`src/rtl/pwm_enable_ctrl.sv`:
```
module pwm_enable_ctrl (
  input  logic       clk,
  input  logic       rst_n,
  input  logic       wr_en,
  input  logic [4:0] wr_addr,
  input  logic [7:0] wr_data,
  input  logic [4:0] rd_addr,
  output logic [7:0] rd_data,
  output logic [7:0] pwm_out
);
  localparam int NCH   = 8;
  localparam int NPAIR = NCH / 2;

  logic [NCH-1:0]   en_q;
  logic [NPAIR-1:0] cat_q;
  logic [2:0]       tap_lo_q, tap_hi_q;
  logic [7:0]       presc_q;
  logic [7:0]       per_q  [NCH];
  logic [7:0]       duty_q [NCH];
  logic             run, tick_lo, tick_hi;
  logic [7:0]       mask_lo, mask_hi;

  assign run     = |en_q;
  assign mask_lo = ~(8'hFF << tap_lo_q);
  assign mask_hi = ~(8'hFF << tap_hi_q);
  assign tick_lo = run && ((presc_q & mask_lo) == mask_lo);
  assign tick_hi = run && ((presc_q & mask_hi) == mask_hi);

  always_ff @(posedge clk or negedge rst_n)
    if (!rst_n) begin
      en_q     <= '0;
      cat_q    <= '0;
      tap_lo_q <= '0;
      tap_hi_q <= '0;
      presc_q  <= '0;
      for (int i = 0; i < NCH; i++) begin
        per_q[i]  <= '0;
        duty_q[i] <= '0;
      end
    end else begin
      if (run) presc_q <= presc_q + 8'd1;
      if (wr_en) begin
        case (wr_addr[4:3])
          2'b00:
            case (wr_addr[2:0])
              3'd0:    en_q     <= wr_data;
              3'd1:    cat_q    <= wr_data[NPAIR-1:0];
              3'd2:    tap_lo_q <= wr_data[2:0];
              3'd3:    tap_hi_q <= wr_data[2:0];
              default: ;
            endcase
          2'b01:   per_q[wr_addr[2:0]]  <= wr_data;
          2'b10:   duty_q[wr_addr[2:0]] <= wr_data;
          default: ;
        endcase
      end
    end

  always_comb begin
    rd_data = '0;
    case (rd_addr[4:3])
      2'b00:
        case (rd_addr[2:0])
          3'd0:    rd_data = en_q;
          3'd1:    rd_data = {4'b0, cat_q};
          3'd2:    rd_data = {5'b0, tap_lo_q};
          3'd3:    rd_data = {5'b0, tap_hi_q};
          3'd4:    rd_data = presc_q;
          default: rd_data = '0;
        endcase
      2'b01:   rd_data = per_q[rd_addr[2:0]];
      2'b10:   rd_data = duty_q[rd_addr[2:0]];
      default: rd_data = '0;
    endcase
  end

  for (genvar p = 0; p < NPAIR; p++) begin : g_pair
    localparam int HI = 2 * p;
    localparam int LO = 2 * p + 1;
    logic        tick, joined, act_lo, act_hi;
    logic [15:0] cnt, per16, duty16;
    logic [16:0] nxt16;
    logic [8:0]  nxt_lo, nxt_hi;

    assign tick   = (p < NPAIR / 2) ? tick_lo : tick_hi;
    assign joined = cat_q[p];
    assign per16  = {per_q[HI], per_q[LO]};
    assign duty16 = {duty_q[HI], duty_q[LO]};
    assign nxt16  = {1'b0, cnt} + 17'd1;
    assign nxt_lo = {1'b0, cnt[7:0]} + 9'd1;
    assign nxt_hi = {1'b0, cnt[15:8]} + 9'd1;

    always_ff @(posedge clk or negedge rst_n)
      if (!rst_n) begin
        act_lo <= 1'b0;
        act_hi <= 1'b0;
        cnt    <= '0;
      end else begin
        if (!en_q[LO]) begin
          act_lo   <= 1'b0;
          cnt[7:0] <= '0;
          if (joined) cnt[15:8] <= '0;
        end else if (tick) begin
          if (!act_lo) begin
            act_lo   <= 1'b1;
            cnt[7:0] <= '0;
            if (joined) cnt[15:8] <= '0;
          end else if (joined)
            cnt <= (nxt16 >= {1'b0, per16}) ? '0 : nxt16[15:0];
          else
            cnt[7:0] <= (nxt_lo >= {1'b0, per_q[LO]}) ? '0 : nxt_lo[7:0];
        end
        if (joined || !en_q[HI]) begin
          act_hi <= 1'b0;
          if (!joined) cnt[15:8] <= '0;
        end else if (tick) begin
          if (!act_hi) begin
            act_hi    <= 1'b1;
            cnt[15:8] <= '0;
          end else
            cnt[15:8] <= (nxt_hi >= {1'b0, per_q[HI]}) ? '0 : nxt_hi[7:0];
        end
      end

    assign pwm_out[LO] = act_lo && (joined ? (cnt < duty16) : (cnt[7:0] < duty_q[LO]));
    assign pwm_out[HI] = !joined && act_hi && (cnt[15:8] < duty_q[HI]);
  end
endmodule


```
`config.mk`:
```
export PLATFORM = sky130hd
export DESIGN_NAME = pwm_enable_ctrl
export DESIGN_NICKNAME = d
export VERILOG_FILES = /design/src/rtl/pwm_enable_ctrl.sv
export SDC_FILE = /design/constraint.sdc
export NUM_CORES = 1
export LEC_CHECK = 0
export BUFFER_PORTS_ARGS = -buffer_cell sky130_fd_sc_hd__clkbuf_2
export CAP_MARGIN = 15
export CORE_MARGIN = 10
export CORE_UTILIZATION = 58
export DETAILED_ROUTE_END_ITERATION = 8
export PLACE_DENSITY = 0.75
export SYNTH_ARGS = -nofsm -noshare
export SYNTH_HDL_FRONTEND = slang
export SYNTH_SLANG_ARGS = --single-unit
```
`constraint.sdc`:
```
create_clock -name clk -period 5.8 [get_ports clk]
set_clock_uncertainty 0.05 [all_clocks]
set_input_delay 1.16 -clock clk [delete_from_list [all_inputs] [get_ports clk]]
set_output_delay 1.16 -clock clk [all_outputs]
set_load 0.02 [all_outputs]
```
# --- Word level (Yosys, flattened, before mapping) ---
# Index checks and enable logic that the tools add are counted.
word_totals:
  input_bits: 21
  ff_bits: 226
  output_inout_bits: 16
  wordCells: 222
op_classes:
  n_shift: 2
  bitwise_logic: 6
  reduce_logical: 42
  muxes: 78
  addsub: 13
  n_eq_ne: 17
  order_cmp: 27
op_table:
  columns: ["operator", "n"]
  rows:
  - ["8-bit 2-to-1 mux", 41]
  - ["16-bit 2-to-1 mux", 16]
  - ["64-bit bitwise mux", 2]
  - ["8-bit by 1-bit adder with 9-bit output (second input constant)", 8]
  - ["9-bit by 8-bit >= comparator with 1-bit output", 8]
  - ["16-bit by 1-bit adder with 17-bit output (second input constant)", 4]
  - ["17-bit by 16-bit >= comparator with 1-bit output", 4]
  - ["16-bit < comparator", 4]
  - ["8-bit < comparator", 8]
  - ["8-bit binary-select mux with 3-bit select", 2]
  - ["8-bit one-hot mux with 5 select lines", 1]
  - ["8-bit demux with 3-bit select", 1]
  - ["8-bit one-hot mux with 3 select lines", 1]
  - ["8-bit bitwise AND", 2]
  - ["8-bit equality test", 2]
  - ["8-bit inverter", 2]
  - ["8-bit by 3-bit << shifter with 8-bit output (first input constant)", 2]
  - ["1-bit logical AND", 15]
  - ["1-bit 2-to-1 mux", 14]
  - ["3-bit by 2-bit equality test with 1-bit output (second input constant)", 4]
  - ["3-bit AND reduction", 4]
  - ["8-bit by 1-bit adder with 8-bit output (second input constant)", 1]
  - ["4-bit >= comparator (second input constant)", 2]
  - ["1-bit zero test", 8]
  - ["other kinds (13)", 29]

# --- Logic depth before layout (Yosys ltp) ---
depth:
  depth_word: 9
  depth_mapped: 16
  ltp_nobuf: 15

# --- Worst setup path before layout ---
# Ideal clock, no wire load.
synth_timing:
  path_type: "input-to-output"
  startpoint: "in rd_addr[1]"
  endpoint: "out rd_data[1]"
  t_required_ns: 4.590
  path_stages: 9
  path_buffers: 3
  arrival_ns: 2.924
  path_slack_ns: 1.666
  cell_sequence: "clkbuf_1 > clkbuf_1 > buf_2 > nand2_1 > o211ai_1 > o21ai_0 > o21ai_0 > o21ai_0 > o22ai_1"
synth_via:
  elab_chain_cells: 5
  word_cells_on_any_way: 14
  classes_between: "eq/ne: 4; mux: 8; bitwise: 1; reduce/logical: 1"
synth_rtl:
  columns: ["item", "line_no", "source"]
  rows:
  - ["start: declaration", "7", "input logic [4:0] rd_addr,"]
  - ["3-bit inverter with 4-bit output (implied by the code)", "71, 72", null]
  - ["8-bit binary-select mux with 3-bit select, on equally long branches", "72, 71", null]
  - ["8-bit 2-to-1 mux, on equally long branches (2 in series)", "72, 71", null]
  - ["8-bit one-hot mux with 3 select lines *", "61", "case (rd_addr[4:3])"]
  - ["end: declaration", "8", "output logic [7:0] rd_data,"]
# Mark *: on every way between the ends. The rest lies on a longest branch, timed or not. The select of a mux whose other input is x is not followed.

# --- Final worst setup path ---
layout_timing:
  startpoint: "in rd_addr[0]"
  endpoint: "out rd_data[5]"
# Same word-level chain as after synthesis.

==> run summary <==
The proportion of synthesized area in mux cells came out at 0.127. The number of storage elements in the synthesis netlist came out at 226. The fraction of layout cells with a size suffix above 1 came out at 0.139.

The global-route wire length before repair came out at 72800 µm. The floorplan step set the die height to 186 µm. Setup repair after global routing left no endpoint under its margin. The most used cell along the critical path is sky130_fd_sc_hd__clkbuf_2. In this run the standard cell core region covers approximately 27000 µm². The post-route worst hold slack is 0.464 ns.

After synthesis, the mean cell area works out to about 9.5 µm². The global-route usage over all layers is 0.257. The setup slack of the critical path after layout came out at approximately 1.1 ns. The total die area came out at 34700 µm². The number of placed I/O pins is 37. Summed over all cells, the static leakage comes to ~8.5 nW. The post-route fraction of the period consumed by the critical path came out at 0.805. Max-cap violations in this run came to 0. The maximum VDD drop is about 0.25 mV. The type of element capturing the critical path is an output port. Port buffering added 36 buffers. For this design the ratio of total power to cell area is between 300 and 400 nW/µm².

The fraction of synthesized cell area in xor and xnor cells is 0.0436. In this run the worst hold path is classified as reg2reg. The number of clock sinks came out at ~230. Buffers inserted to repair hold after CTS numbered 0.

The flow ran to the end, and the final reports show no timing, DRC or antenna violations. The net total in the final layout came out at 1884. The fraction of the mapped netlist area in compound gates came out at 0.147. In this run the power spent charging and discharging nets is 0.00199 W. The simple logic cell fraction of the synthesized area came out at 0.146. The sequential fraction of design power came out at 0.418. The delay of the slowest critical-path stage is ~0.82 ns. The via count is approximately 13k. The global placer's final weighted congestion came out at slightly above 1. The initial core utilization came out at 0.593. The worst path needs 4.67 ns of the cycle, external delays included.

The maximum number of pins on one net before global-route repair is 148. The biggest fanout along the worst timing path came out at 37. Synthesis produced a netlist whose cell count is roughly 1.7k. The data arrival time at the worst-slack endpoint is 3.46 ns. The max-slew violation count came to 0. The arithmetic-cell share of the synthesized area counting full adders, half adders and majority gates is 0.132.

The number of nets with antenna violations after detailed routing is 0. The number of buffers on the longest clock path came out at 3. The setup slack after placement is roughly 1.2 ns. The reg2reg setup slack is around 1.5 ns. STA classifies the critical path startpoint as an input pin.

The proportion of synthesized flip-flops having asynchronous set or reset is 1.00. The count of endpoints failing hold in the final timing report was 0. Traced cell by cell, the critical path runs through clkbuf_2 -> buf_4 -> mux4_2 -> mux2i_1 -> o22a_1 -> o21ai_0 -> clkbuf_2. The total negative setup slack came out at 0 ns. The layout-stage area growth over the synthesis result came out at 8.04%. The netlist area before placement came out at approximately 16000 µm². Internal power comes to roughly 0.0034 W. The average wire per cell in the routed design is 21.8 µm.

The critical path is of the in2out type. The number of rows in the core area is 60. Summed over all nets, the half-perimeter wirelength after detailed placement is 34600 µm. The initial antenna violation count came out at 6.

The H-tree depth is 1. Of the total power, the share spent switching nets is 0.368. The number of distinct library cells after synthesis is 77. The number of global-route vias before repair was ~13k. The data required time at the worst endpoint is between 4 and 5 ns. Leaving out fill and tap cells, the most frequent cell in the layout is sky130_fd_sc_hd__dfrtp_1. The relative contribution of the clock network to total power came out at 0.303.

TritonCTS built the clock tree. The setup violation total in the final timing report is 0. The insertion delay of the later-clocked pin in the worst-skew pair is ~0.54 ns. The clock transition at the registers of the reported paths came out at about 0.060 ns. The remaining global-route overflow came out at 0. The net count after synthesis came out at around 1.9k.

On the critical path, the stage with the largest delay is an instance of sky130_fd_sc_hd__clkbuf_2. Of the post-synthesis cell area, the dominant cell type holds 0.352. Counting flops with a built-in enable in the synthesized netlist gives 0. The total wire length is 45600 µm. The library cells used most frequently in the layout, excluding fill and tap cells, are sky130_fd_sc_hd__dfrtp_1 (226), sky130_fd_sc_hd__nand2_1 (186), sky130_fd_sc_hd__ha_1 (169). The clock tree root buffer cell is sky130_fd_sc_hd__clkbuf_16.

The most common flop cell mapped by yosys is sky130_fd_sc_hd__dfrtp_1. In the routed design, unresolved DRC markers number 0. The slew of the pin with the lowest slew margin came out at roughly 1.1 ns. For this run, the register share of the synthesized area comes to 0.352. The proportion of power drawn by combinational gates is 0.279. The number of detailed-routing iterations run before antenna repair came out at 7. The post-CTS setup buffer count came out at 0. By area, the combinational part of the netlist is dominated by compound AO/OA/AOI/OAI gates.

The CTS buffer count came out at 27. In the routed layout, each cell is associated on average with a via count of 6.32. Headroom to the max-slew limit came out at 0.251. The biggest area consumer among synthesized cells is sky130_fd_sc_hd__dfrtp_1. The yosys synthesis warning count is 0. Measured along the x axis, the die boundary spans around 190 µm. The maximum clock rate came out at ~0.21 GHz.

The post-CTS resize count is 0. Sorting the synthesized cells by area gives the leading types as sky130_fd_sc_hd__dfrtp_1 (35%), sky130_fd_sc_hd__ha_1 (13%), sky130_fd_sc_hd__mux2_2 (6.7%). The detailed router's first-iteration violation count came out at between 1k and 1.5k.
==> Yosys cell counts (all sizes together) (13+ instances only) <==
cell	n
nor3	13
o21ai	130
mux4	34
a22o	15
mux2i	21
xor2	28
nand2b	28
and2	13
nand3	47
nand2	186
nand4	20
inv	152
and3	31
a21o	39
ha	169
dfrtp	226
buf	15
clkbuf	51
nor2	81
a31oi	14
xnor2	52
a21oi	75
mux2	95
nor2b	21
==> cell families (layout without fill, tap and decap cells) <==
| family | Yosys count | count (layout) |
|---|---|---|
| fa+ha+maj | 169 | 169 |
| xor+xnor | 80 | 80 |
| mux | 150 | 150 |
| compound gates | 369 | 369 |
| other cells | 0 | 4 |
| flops | 226 | 226 |
| buf+inv | 218 | 239 |
| simple gates | 479 | 479 |
==> layout make-up <==
class	count	area, µm²
fillers	2211	9750
flip-flops and latches	226	5660
diodes	4	10.0
clock inverters	17	129
repair buffers	40	233
clock buffers	30	717
well taps	372	465
inverters	152	571
multi-input cells	1247	9570
==> stage by stage <==
stage | area [µm²] | utilization | total power, W | cells
after floorplan | 16100 | - | 0.00315 | 1691
after global placement | 16500 | 0.608 | 0.00368 | 2036
after detailed placement | 16500 | 0.608 | 0.00374 | 2036
after CTS | 17300 | 0.640 | 0.00538 | 2083
after global routing | 17300 | 0.640 | 0.00569 | 2086
final | 17400 | 0.640 | 0.00541 | 2088
==> flip-flops by register name (all words and copies together), names as in the netlist <==
name / flops
cat_q: 4
duty_q: 64
en_q: 8
g_pair.act_hi: 4
g_pair.act_lo: 4
g_pair.cnt: 64
g_pair.per16: 64
presc_q: 8
tap_hi_q: 3
tap_lo_q: 3
==> path summary, 6_finish.rpt <==
check / startpoint / cells after the start / end
max in group asynchronous: rst_n / 2 / duty_q[26]$_DFFE_PN0P_
hold reg to reg: presc_q[7]$_DFFE_PN0P_ / 1 / presc_q[7]$_DFFE_PN0P_
setup / recovery: rd_addr[0] / 7 / rd_data[5]
hold / removal: presc_q[7]$_DFFE_PN0P_ / 1 / presc_q[7]$_DFFE_PN0P_
setup reg to reg: g_pair[1].cnt[0]$_DFFE_PN0P_ / 16 / g_pair[1].cnt[15]$_DFF_PN0_
min in group asynchronous: rst_n / 1 / g_pair[1].cnt[14]$_DFF_PN0_
==> per-layer routing <==
| layer | part of all wire | up-vias | track usage |
|---|---|---|---|
| li1 | - | 6032 | - |
| met1 | 0.42 | 6495 | 0.354 |
| met2 | 0.45 | 563 | 0.392 |
| met3 | 0.10 | 102 | 0.0644 |
| met4 | 0.029 | 4 | 0.0769 |
| met5 | 0.00068 | - | 0 |
==> power by group through the flow <==
stage                     combinational (W)  clock [W]  sequential [W]
after floorplan                     0.00112          0         0.00203
after global placement              0.00142          0         0.00226
after global routing                0.00169    0.00172         0.00227
final                               0.00151    0.00164         0.00226
after CTS                           0.00150    0.00165         0.00223
after detailed placement            0.00149          0         0.00226
==> worst max-delay path, delay by kind of cell <==
| family | cells | cell delay (ns) |
|---|---|---|
| AO/OA/AOI/OAI | 2 | 0.30 |
| multiplexers | 2 | 0.66 |
| buffers and inverters | 3 | 1.32 |
Note: power is estimated with default switching activity, not from simulation.
